--- config.mk ---
export PLATFORM = sky130hd
export DESIGN_NAME = updn_sat_counter
export DESIGN_NICKNAME = d
export VERILOG_FILES = /design/src/rtl/updn_pkg.sv /design/src/rtl/updn_control.sv /design/src/rtl/updn_datapath.sv /design/src/rtl/updn_sat_counter.sv
export SDC_FILE = /design/constraint.sdc
export NUM_CORES = 1
export LEC_CHECK = 0
export ABC_AREA = 1
export BUFFER_PORTS_ARGS = -buffer_cell sky130_fd_sc_hd__buf_2
export CORE_AREA = 10 10 47 49
export CTS_BUF_LIST = sky130_fd_sc_hd__clkbuf_4
export CTS_CLUSTER_DIAMETER = 30
export CTS_CLUSTER_SIZE = 8
export DETAILED_ROUTE_END_ITERATION = 8
export DIE_AREA = 0 0 57 59
export PLACE_DENSITY_LB_ADDON = 0.2
export RECOVER_POWER = 25
export REMOVE_ABC_BUFFERS = 1
export SYNTH_ARGS = -nofsm -noshare
export SYNTH_HDL_FRONTEND = slang
export SYNTH_SLANG_ARGS = --single-unit
--- constraint.sdc ---
create_clock -name clk -period 3.7 [get_ports clk]
set_clock_uncertainty 0.05 [all_clocks]
set_input_delay 0.37 -clock clk [delete_from_list [all_inputs] [get_ports clk]]
set_output_delay 0.37 -clock clk [all_outputs]
set_load 0.01 [all_outputs]
--- src/rtl/updn_pkg.sv ---
package updn_pkg;

  // Strobes sent from the control module to the datapath module.
  // At most one strobe is active in any cycle.
  typedef struct packed {
    logic clear;
    logic stepUp;
    logic stepDown;
  } ctrlStrobe_t;

  localparam ctrlStrobe_t STROBE_IDLE = '{clear: 1'b0, stepUp: 1'b0, stepDown: 1'b0};

endpackage

--- src/rtl/updn_control.sv ---
module updn_control
  import updn_pkg::*;
(
  input  logic        clk,
  input  logic        rst,
  input  logic        upReq,
  input  logic        downReq,
  input  logic        atTop,
  input  logic        atFloor,
  output ctrlStrobe_t strobe
);

  // Priority order: reset, then up, then down. A request that would
  // cross a limit produces no strobe, so the datapath holds its value.
  always_comb begin
    strobe = STROBE_IDLE;
    if (rst) begin
      strobe.clear = 1'b1;
    end else if (upReq) begin
      strobe.stepUp = !atTop;
    end else if (downReq) begin
      strobe.stepDown = !atFloor;
    end
  end

  // up priority means a down strobe never appears with upReq set.
  p_up_wins_r5: assert property (@(posedge clk) disable iff (rst)
    upReq |-> !strobe.stepDown);

  p_one_strobe_r5: assert property (@(posedge clk) disable iff (rst)
    $onehot0(strobe));

endmodule

--- src/rtl/updn_datapath.sv ---
module updn_datapath
  import updn_pkg::*;
#(
  parameter int WIDTH     = 5,
  parameter int MAX_VALUE = 20
) (
  input  logic             clk,
  input  logic             rst,
  input  logic             upReq,
  input  logic             downReq,
  input  ctrlStrobe_t      strobe,
  output logic             atTop,
  output logic             atFloor,
  output logic [WIDTH-1:0] count
);

  localparam logic [WIDTH-1:0] TOP_CNT  = WIDTH'(MAX_VALUE);
  localparam logic [WIDTH-1:0] ZERO_CNT = '0;
  localparam logic [WIDTH-1:0] ONE_CNT  = WIDTH'(1);

  logic [WIDTH-1:0] countReg;
  logic [WIDTH-1:0] incValue;
  logic [WIDTH-1:0] decValue;
  logic [WIDTH-1:0] nextValue;

  // Bound comparators; >= keeps the ceiling closed even from an illegal value.
  assign atTop   = (countReg >= TOP_CNT);
  assign atFloor = (countReg == ZERO_CNT);

  assign incValue = countReg + ONE_CNT;
  assign decValue = countReg - ONE_CNT;

  always_comb begin
    nextValue = countReg;
    if (strobe.clear)         nextValue = ZERO_CNT;
    else if (strobe.stepUp)   nextValue = incValue;
    else if (strobe.stepDown) nextValue = decValue;
  end

  always_ff @(posedge clk) begin
    countReg <= nextValue;
  end

  assign count = countReg;

  // synchronous clear
  p_clear_r1: assert property (@(posedge clk)
    rst |=> (count == ZERO_CNT));

  // single step upward below the ceiling
  p_step_up_r2: assert property (@(posedge clk) disable iff (rst)
    (upReq && count < TOP_CNT) |=> (count == $past(count) + ONE_CNT));

  // single step downward above the floor
  p_step_down_r3: assert property (@(posedge clk) disable iff (rst)
    (!upReq && downReq && count != ZERO_CNT) |=> (count == $past(count) - ONE_CNT));

  // idle holds
  p_idle_hold_r4: assert property (@(posedge clk) disable iff (rst)
    (!upReq && !downReq) |=> $stable(count));

  // both requests below the ceiling step upward
  p_both_up_r5: assert property (@(posedge clk) disable iff (rst)
    (upReq && downReq && count < TOP_CNT) |=> (count == $past(count) + ONE_CNT));

  // ceiling holds under any up request
  p_no_overflow_r6: assert property (@(posedge clk) disable iff (rst)
    (upReq && count == TOP_CNT) |=> (count == TOP_CNT));

  // floor holds under a down request
  p_no_underflow_r7: assert property (@(posedge clk) disable iff (rst)
    (!upReq && downReq && count == ZERO_CNT) |=> (count == ZERO_CNT));

  // range invariant
  p_in_range_r8: assert property (@(posedge clk) disable iff (rst)
    count <= TOP_CNT);

endmodule

--- src/rtl/updn_sat_counter.sv ---
module updn_sat_counter
  import updn_pkg::*;
#(
  parameter int WIDTH     = 5,
  parameter int MAX_VALUE = 20
) (
  input  logic             clk,
  input  logic             rst,
  input  logic             upReq,
  input  logic             downReq,
  output logic [WIDTH-1:0] count
);

  ctrlStrobe_t strobe;
  logic        atTop;
  logic        atFloor;

  updn_control u_control (
    .clk     (clk),
    .rst     (rst),
    .upReq   (upReq),
    .downReq (downReq),
    .atTop   (atTop),
    .atFloor (atFloor),
    .strobe  (strobe)
  );

  updn_datapath #(
    .WIDTH     (WIDTH),
    .MAX_VALUE (MAX_VALUE)
  ) u_datapath (
    .clk     (clk),
    .rst     (rst),
    .upReq   (upReq),
    .downReq (downReq),
    .strobe  (strobe),
    .atTop   (atTop),
    .atFloor (atFloor),
    .count   (count)
  );

endmodule

==> impl_metrics.csv <==
group,metric,value,unit
critical_path,cp_slowest_cell,"fa_1",
route,wl,856,um
clock_network,clk_pin_slew,0.05,ns
final_layout,nFillCells,176,
placed_design,dp_hpwl,695,um
clock_network,clk_latency,0.25,ns
die,start_util,27.2,%
route,detail-route-antenna-nets,0,
sta,slew_viol_final,0,
die,core_area,0.00140,mm^2
placed_design,io_buffers,8,
yosys,netlist_instances,54,
worst_hold_path,min_path_cells,2,
global_route,antenna_found_initial,0,
final_layout,largest_reg_flops,5,
sta,post-route-min-period,1.73,ns
critical_path,rrSetupSlack,1.97,ns
route,drtIter0Drc,0,
final_layout,drive_gt1_share,27.3,%
placed_design,gp_congestion,0.713,
worst_hold_path,worstHoldStart,"rst",
critical_path,critPathMaxStageDelay,0.44,ns
critical_path,critPathArrivalTime,1.83,ns
clock_network,cts.htree.levels,1,
worst_hold_path,whs_endpoint,"u_datapath.count[1]",
final_layout,reg_top3,"u_datapath.count x5",
yosys,synth_top_area_share,26.2,%
run_status,outcome,"complete, no violations",
die,core.rowCount,14,
final_layout,diodes,0,
sta,setup_viol,0,
sta,setup_tns,0,ns
yosys,syn-cell-area,382,um^2
critical_path,path_class,"flip-flop to flip-flop",
critical_path,worst-path-buf-inv,2,
run,max_cap_viol_count,0,
critical_path,reg2reg_from,"u_datapath.count[2]",
yosys,synth.top_cells.by_area,"dfxtp_1 (26%), ha_1 (9.8%), nand2_1 (8.9%)",
critical_path,setup.worst_path.end_class,"flip-flop",
route,drt_pass1_iterations,1,
critical_path,start_kind,"flip-flop",
worst_hold_path,hold_class,"primary input to flip-flop",
sta,rsz0062_at_grt,"no",
die,die_w,57,um
yosys,synth.distinct_cells,17,
yosys,syn_area_per_cell,7.07,um^2
sta,tightest_slew,0.213,ns
pwr,ir_drop,0.000143,V
final_layout,layout.nets,75,
yosys,yosysMostFrequentCell,"nand2_1",
global_route,grt_pass1_vias,352,
yosys,synthTopCellsByCount,"nand2_1 (9), nor2_1 (7)",
clock_network,hold_buffers,0,
clock_network,cts_resized,0,
clock_network,clk_path_buf_depth,2,
clock_network,root_buffer,"clkbuf_4",
die,die_y,59,um
route,vias_per_cell,4.27,
clock_network,cts-buffers-inserted,3,
global_route,track_usage,5.80,%
placed_design,dp.cells,78,
sta,finalHoldViolations,0,
yosys,synth_top_cell_by_area,"dfxtp_1",
yosys,synth-seq-area-share,26.2,%
yosys,async_flop_share,0,%
critical_path,worstPathMaxFanout,7,
final_layout,syn_to_final_growth,23.0,%
clock_network,cts_tree,"built",
final_layout,seq_area,100,um^2
global_route,grt_overflow,0,
critical_path,reg2reg_to,"u_datapath.count[4]",
route,drc,0,
sta,fin_crit_sh,46.8,%
route,dr_total_vias,350,
yosys,ys_dominant_reg_cell,"dfxtp_1",
final_layout,post_layout_nonfiller_instances,82,
final_layout,multi_input_area,255,um^2
global_route,grt_max_degree,10,
die,io-pin-count,9,
critical_path,crit_required,3.80,ns
die,dieArea,0.00336,mm^2
yosys,synth-seq-cells,5,
global_route,grt_first_pass_wirelength,1520,um
sta,fmax,577,MHz
critical_path,cp_top_family,"simple AND/OR/NAND/NOR gates",
pwr,power_density,473,mW/mm^2
final_layout,top_register,"u_datapath.count",
critical_path,worstPathCellList,"o21ai_2 > nand2_2 > fa_1 > nand3_1 > inv_1 > nor2_1 > nand2_1 > nand3_2 > nand2_1 > inv_1 > nor2_1",
critical_path,r2r_cells,11,
yosys,yosysWarnings,0,
sta,relSlewSlack,85.8,%
clock_network,postCtsSetupBuffers,0,
pwr,p_leak,0.232,nW
clock_network,clock_sinks,5,
yosys,synth_edf_count,0,
route,drt-wirelength-per-cell,10.4,um
-- cells by family after synthesis --
logic type | Yosys count | synth area share [%]
flip-flops | 5 | 26.2
adder cells (fa/ha/maj) | 4 | 15.1
buffers and inverters | 7 | 6.89
XOR/XNOR | 2 | 4.59
AO/OA/AOI/OAI | 9 | 12.8
AND/OR/NAND/NOR | 27 | 34.4
-- layout make-up --
type                       count  share of cell area [%]
sequential                     5                    21.3
clock buffer                   4                    6.40
inverter                       7                    5.60
tap                           16                    4.27
multi-input combinational     42                    54.4
timing repair buffer           8                    8.00
-- power by group --
part / internal (mW) / leakage (nW) / switching, mW
clock: 0.0482 / 0.0184 / 0.0247
sequential: 0.0615 / 0.0413 / 0.0108
combinational: 0.0331 / 0.172 / 0.0434
total: 0.143 / 0.232 / 0.0789
-- per-layer routing --
layer / part of all wire (%) / up-vias / global-route usage [%]
met5: 0 / - / 0
met4: 0 / 0 / 1.01
met3: 7.8 / 0 / 4.72
met2: 49 / 7 / 8.84
met1: 43 / 143 / 6.20
li1: - / 200 / -
-- worst max-delay path by stage --
stage	startpoint	end	cells past startpoint	slack (ns)
final	u_datapath.count[2]	u_datapath.count[4]	11	1.97
after global routing	u_datapath.count[2]	u_datapath.count[4]	11	1.82
after CTS	u_datapath.count[2]	u_datapath.count[4]	11	1.95
after detailed placement	rst	u_datapath.count[4]	12	1.79
after global placement	rst	u_datapath.count[4]	12	1.80
after floorplan	u_datapath.count[2]	u_datapath.count[4]	11	2.03
-- per-stage QoR --
step	total power, mW	hold WS [ns]	util (%)	setup slack [ns]	instance area, um^2
floorplan	0.131	0.389	-	2.03	382
global placement	0.153	0.476	31.5	1.80	442
detailed placement	0.152	0.477	31.5	1.79	442
CTS	0.230	0.270	33.7	1.95	472
global route	0.245	0.283	33.5	1.82	469
finish	0.222	0.277	33.5	1.97	469
-- cells in the final DEF (no fill, tap or decap) --
master    n
nand2_1   9
nor2_1    7
buf_2     6
nand3_1   5
inv_1     5
a21oi_1   5
dfxtp_1   5
clkbuf_4  4
o21ai_0   3
ha_1      3
inv_2     2
nand2_2   2
xnor2_1   2
clkbuf_1  2
o21ai_2   1
nor2_2    1
nand2_4   1
nand3_2   1
nand4_1   1
fa_1      1
No activity file was read; power rests on OpenSTA's default activity.
